**src/rtl/fp_narrow_cvt.sv**
```systemverilog
module fp_narrow_cvt (
  input  logic        clk,
  input  logic        rst_n,
  input  logic        in_valid,
  input  logic [1:0]  fmt,
  input  logic [31:0] din,
  output logic        out_valid,
  output logic [15:0] dout,
  output logic        flg_ovf,
  output logic        flg_unf,
  output logic        flg_inexact,
  output logic        flg_subn
);
  localparam logic [1:0] F_HALF = 2'd0;
  localparam logic [1:0] F_BRAIN = 2'd1;
  localparam logic [1:0] F_E4M3 = 2'd2;

  wire        sgn  = din[31];
  wire [7:0]  ein  = din[30:23];
  wire        spec = (ein == 8'hFF);
  wire        nan  = spec && (din[22:0] != 23'd0);
  wire [23:0] sig  = {ein != 8'd0, din[22:0]};

  int          mw, bias, tei, shi;
  logic [50:0] ext;
  logic [23:0] kp;
  logic        g, st, rnd, ovf;
  logic [19:0] pk;
  logic [15:0] res;
  logic [3:0]  fl;

  always_comb begin
    case (fmt)
      F_HALF:  begin mw = 10; bias = 15;  end
      F_BRAIN: begin mw = 7;  bias = 127; end
      default: begin mw = 3;  bias = 7;   end
    endcase
    tei = int'((ein == 8'd0) ? 8'd1 : ein) - 127 + bias;
    shi = 23 - mw + ((tei < 1) ? 1 - tei : 0);
    if (shi > 27) shi = 27;
    ext = {sig, 27'd0} >> shi;
    kp  = ext[50:27];
    g   = ext[26];
    st  = |ext[25:0];
    rnd = g & (st | kp[0]);
    pk  = ((tei >= 1) ? (20'(tei - 1) << mw) : 20'd0) + 20'(kp) + 20'(rnd);
    ovf = 1'b0;
    res = 16'd0;
    case (fmt)
      F_HALF: begin
        if (spec)                 res = {sgn, nan ? 15'h7E00 : 15'h7C00};
        else if (pk >= 20'h7C00) begin res = {sgn, 15'h7C00}; ovf = 1'b1; end
        else                      res = {sgn, pk[14:0]};
      end
      F_BRAIN: begin
        if (spec)                 res = {sgn, nan ? 15'h7FC0 : 15'h7F80};
        else if (pk >= 20'h7F80) begin res = {sgn, 15'h7F80}; ovf = 1'b1; end
        else                      res = {sgn, pk[14:0]};
      end
      F_E4M3: begin
        if (spec)                 res = {8'h00, sgn, 7'h7F};
        else if (pk > 20'h7E)    begin res = {8'h00, sgn, 7'h7E}; ovf = 1'b1; end
        else                      res = {8'h00, sgn, pk[6:0]};
      end
      default: res = 16'd0;
    endcase
    if (spec || fmt == 2'd3) fl = 4'd0;
    else fl = {ovf,
               (pk == 20'd0) && (din[30:0] != 31'd0),
               g | st | ovf,
               !ovf && (pk != 20'd0) && (pk < (20'd1 << mw))};
  end

  always_ff @(posedge clk) begin
    if (!rst_n) begin
      out_valid <= 1'b0;
      dout      <= 16'd0;
      {flg_ovf, flg_unf, flg_inexact, flg_subn} <= 4'd0;
    end else begin
      out_valid <= in_valid;
      if (in_valid) begin
        dout <= res;
        {flg_ovf, flg_unf, flg_inexact, flg_subn} <= fl;
      end
    end
  end
endmodule

```
**config.mk**
```make
export PLATFORM = sky130hd
export DESIGN_NAME = fp_narrow_cvt
export DESIGN_NICKNAME = d
export VERILOG_FILES = /design/src/rtl/fp_narrow_cvt.sv
export SDC_FILE = /design/constraint.sdc
export NUM_CORES = 1
export LEC_CHECK = 0
export BUFFER_PORTS_ARGS = -buffer_cell sky130_fd_sc_hd__buf_2
export CAP_MARGIN = 20
export CORE_UTILIZATION = 60
export CTS_BUF_LIST = sky130_fd_sc_hd__clkbuf_8 sky130_fd_sc_hd__clkbuf_16
export DETAILED_ROUTE_END_ITERATION = 12
export GPL_ROUTABILITY_DRIVEN = 0
export PLACE_DENSITY = 0.83
export SYNTH_ARGS = -nofsm -noshare
export SYNTH_HDL_FRONTEND = slang
export SYNTH_SLANG_ARGS = --single-unit
```
**constraint.sdc**
```tcl
create_clock -name clk -period 12 [get_ports clk]
set_input_delay 0.6 -clock clk [delete_from_list [all_inputs] [get_ports clk]]
set_output_delay 0.6 -clock clk [all_outputs]
set_load 0.01 [all_outputs]
```
==> impl_results.rst <==
.. list-table::
   :header-rows: 1

   * - Metric
     - Value
   * - Vias per cell
     - 7.27
   * - Status
     - finished clean
   * - Type of the worst setup path
     - in -> reg
   * - Hold_sp
     - dout[15]
   * - TritonCTS clock tree
     - done
   * - Data arrival, critical path
     - 11.54 ns
   * - Total global-route track usage
     - 39.4%
   * - Leak Pwr
     - 3.06 nW
   * - Detailed-route DRC error count
     - 0
   * - Source of the critical timing path
     - din[24]
   * - Req. time, crit path
     - 12.20 ns
   * - Max Transition Viols Final
     - 0
   * - Largest fanout on the critical path
     - 18
   * - Number of antenna-violating nets in the routed design
     - 0
   * - Critical path's slowest cell
     - sky130_fd_sc_hd__o41ai_1
   * - Layout Utilization
     - 67.2%
   * - Buffer type at the clock tree root
     - sky130_fd_sc_hd__clkbuf_16
   * - Element type at the critical path start
     - primary input
   * - Fin crit period
     - 11.34 ns
   * - Core area
     - 11000 sq um
   * - EDFF count, synth
     - 0
   * - Worst Clk Skew
     - 0 ns
   * - Finish-stage setup viols
     - 0
   * - Number of buffers inserted by hold repair at cts
     - 0
   * - Worst r2r dst
     - dout[6]
   * - Final Instance Count excl. Fillers
     - 1172
   * - Capture endpoint of the worst hold path
     - dout[15]
   * - First drt pass iteration count
     - 8
   * - Number of placement rows
     - 38
   * - Post-detailed-placement cell area
     - 7240 sq um
   * - Diode insertion count for antenna repair
     - 0
   * - Number of global-route vias before repair
     - 7598
   * - TNS Setup
     - 0 ns
   * - Layout Nets
     - 1118
   * - Top-Level Pins
     - 58
   * - Post-synthesis cell count
     - 1000
   * - Max-capacitance violation count
     - 0
   * - Critical Path Most Common Cell
     - sky130_fd_sc_hd__a21oi_1
   * - GR Overflow Total
     - 0
   * - Initial antenna violation count
     - 0
   * - Hold depth
     - 2
   * - Post-layout total power
     - 0.969 mW
   * - Library cells used by synthesis
     - 93
   * - Number of synthesized register bits
     - 21
   * - CTS max path bufs
     - 2
   * - Post-DR wirelength/cell
     - 20.3 um
   * - # clock sinks
     - 21
   * - Cells after DPL
     - 1168
   * - Fraction of registers with async set/reset
     - 0%
   * - Power per cell area
     - 131 nW/um^2
   * - Latest clock arrival within the worst-skew pair
     - 0.25 ns
   * - PortBufs
     - 57
   * - First-pass GRT wire length
     - 37600 um
   * - Final-report hold violation count
     - 0
   * - Via Count
     - 8524
   * - Commonest non-fill, non-tap cell in the layout
     - sky130_fd_sc_hd__nor2_1
   * - WHS
     - 0.468 ns
   * - Placed wire-length estimate
     - 18100 um
   * - Number of violations reported at the end of detailed-routing iteration 0
     - 1449
   * - Unrepaired setup endpoints after global routing
     - no
   * - Kind of end point of the critical path
     - flip-flop
   * - Setup slack, reg-to-reg
     - 10.86 ns
   * - Worst hold path type
     - reg -> reg
   * - Area Growth Syn to Fin
     - 8.19%
   * - Clock transition at the register clock pins on the worst setup and hold paths after CTS
     - 0.06 ns
   * - Max-Slew Margin vs Limit
     - 31.5%
   * - Worst reg-to-reg path cell count
     - 5
   * - Number of CTS-inserted buffers
     - 3
   * - Delay contributed by the slowest stage of the critical path
     - 0.53 ns
   * - Transition at the pin with the smallest max-transition slack
     - 1.03 ns
   * - Combined area of all synthesized cells
     - 6830 sq um
   * - Setup bufs post-CTS
     - 0
   * - Width of the die
     - 109 um
   * - Sequential fraction of the synthesis area
     - 6.16%
   * - Final worst path period share
     - 94.5%
   * - Share of final-layout standard cells stronger than drive strength 1
     - 15.6%
   * - Synth Warn #
     - 0
   * - Final Instance Area
     - 7390 sq um
   * - Final WL
     - 23800 um
   * - H-Tree Level Count
     - 1
   * - Top library cells by usage in the layout, fill and taps aside
     - 104 x sky130_fd_sc_hd__nor2_1, 83 x sky130_fd_sc_hd__nand2_1, 80 x sky130_fd_sc_hd__a21oi_1, 57 x sky130_fd_sc_hd__buf_2, 47 x sky130_fd_sc_hd__ha_1
   * - Worst vdd ir
     - 0.0876 mV
   * - Die boundary height
     - 109 um
   * - Most frequently used flop master after synthesis
     - sky130_fd_sc_hd__dfxtp_1
   * - Placement Setup Slack
     - 0.490 ns
   * - Timing-limited maximum frequency
     - 88.2 MHz
   * - Total of fill cells in the finished design
     - 980
   * - Final worst slack
     - 0.662 ns
   * - Die footprint
     - 11800 sq um
   * - Largest net degree at the start of global routing
     - 36
   * - Critical R2R Launch
     - dout[6]
   * - Starting density of the core
     - 62.2%
   * - Average instance area after synthesis
     - 6.83 sq um
## power by group
part,total [mW],switching (mW),internal [mW]
Clock,0.0731,0.0280,0.0452
Combinational,0.818,0.530,0.288
Sequential,0.0778,0.00281,0.0750
## synthesized netlist by cell type, types with 9 or more instances
| cell | n | area share [%] |
|---|---|---|
| sky130_fd_sc_hd__o211ai_1 | 12 | 1.3 |
| sky130_fd_sc_hd__or3_1 | 10 | 0.92 |
| sky130_fd_sc_hd__nand4_1 | 15 | 1.4 |
| sky130_fd_sc_hd__or2_2 | 9 | 0.82 |
| sky130_fd_sc_hd__inv_1 | 40 | 2.2 |
| sky130_fd_sc_hd__buf_2 | 11 | 0.81 |
| sky130_fd_sc_hd__xor2_1 | 12 | 1.5 |
| sky130_fd_sc_hd__nor2b_1 | 16 | 1.5 |
| sky130_fd_sc_hd__nand3_1 | 30 | 2.2 |
| sky130_fd_sc_hd__o31a_1 | 11 | 1.4 |
| sky130_fd_sc_hd__a211oi_1 | 19 | 2.1 |
| sky130_fd_sc_hd__nand2b_1 | 14 | 1.3 |
| sky130_fd_sc_hd__a31oi_1 | 14 | 1.3 |
| sky130_fd_sc_hd__and2_1 | 14 | 1.3 |
| sky130_fd_sc_hd__dfxtp_1 | 21 | 6.2 |
| sky130_fd_sc_hd__nand2_1 | 83 | 4.6 |
| sky130_fd_sc_hd__a21o_1 | 22 | 2.4 |
| sky130_fd_sc_hd__nor3_1 | 23 | 1.7 |
| sky130_fd_sc_hd__xnor2_1 | 23 | 3.0 |
| sky130_fd_sc_hd__and3_1 | 9 | 0.82 |
| sky130_fd_sc_hd__o21bai_1 | 10 | 1.1 |
| sky130_fd_sc_hd__clkbuf_1 | 44 | 2.4 |
| sky130_fd_sc_hd__o22ai_1 | 10 | 0.92 |
| sky130_fd_sc_hd__nor4_1 | 23 | 2.1 |
| sky130_fd_sc_hd__a21oi_1 | 81 | 5.9 |
| sky130_fd_sc_hd__mux2_2 | 10 | 1.6 |
| sky130_fd_sc_hd__o31ai_1 | 12 | 1.3 |
| sky130_fd_sc_hd__ha_1 | 47 | 8.6 |
| sky130_fd_sc_hd__o21ai_0 | 44 | 3.2 |
| sky130_fd_sc_hd__mux2i_1 | 26 | 3.8 |
| sky130_fd_sc_hd__nor2_1 | 104 | 5.7 |
| sky130_fd_sc_hd__o21a_1 | 13 | 1.4 |
## flip-flops by register name, summed over array words and instances, names as in the netlist
name         flops
flg_subn         1
flg_ovf          1
out_valid        1
flg_unf          1
flg_inexact      1
dout            16
## cell type report
type / count / area (sq um) / area share, %
Tap cell: 140 / 175 / 2.37
Clock inverter: 1 / 7.51 / 0.102
Inverter: 41 / 154 / 2.08
Timing Repair Buffer: 90 / 533 / 7.22
Sequential cell: 21 / 420 / 5.69
Multi-Input combinational cell: 876 / 6020 / 81.5
Clock buffer: 3 / 75.1 / 1.02
## routing by layer
layer	track usage (%)	wire length (um)	share of wire, %
met1	52.5	9420	40
met2	61.2	10200	43
met3	8.79	3130	13
met4	15.9	1070	4.5
met5	0	0	0
## cells by family after synthesis
logic type / count (synthesis) / share of synthesized area [%]
compound gates: 369 / 39.5
xor+xnor: 35 / 4.49
fa+ha+maj: 48 / 8.91
buf+inv: 107 / 6.85
flops: 21 / 6.16
mux: 37 / 5.79
other cells: 2 / 0.110
simple gates: 381 / 28.2
## critical path: cells and delay by family
kind                     cells  cell delay, ns
AO/OA/AOI/OAI               24            5.28
buffers and inverters        3            0.49
AND/OR/NAND/NOR             14            2.91
XOR/XNOR                     2            0.31
adder cells (fa/ha/maj)      6            1.91
## worst max-delay path by stage
stage | slack, ns | endpoint
5_1_grt | 0.02 | dout[7]
3_5_place_dp | 0.49 | flg_subn
4_1_cts | 0.69 | flg_subn
3_3_place_gp | 0.77 | dout[7]
6_report | 0.66 | flg_subn
2_1_floorplan | 1.31 | dout[7]
## timing repair
| item | in CTS | in global routing |
|---|---|---|
| endpoints found under the setup margin | 0 | 18 |
| endpoints found under the hold margin | 0 | 0 |
| gates resized for setup | 0 | 13 |
Power figures use the tool's default switching activity.
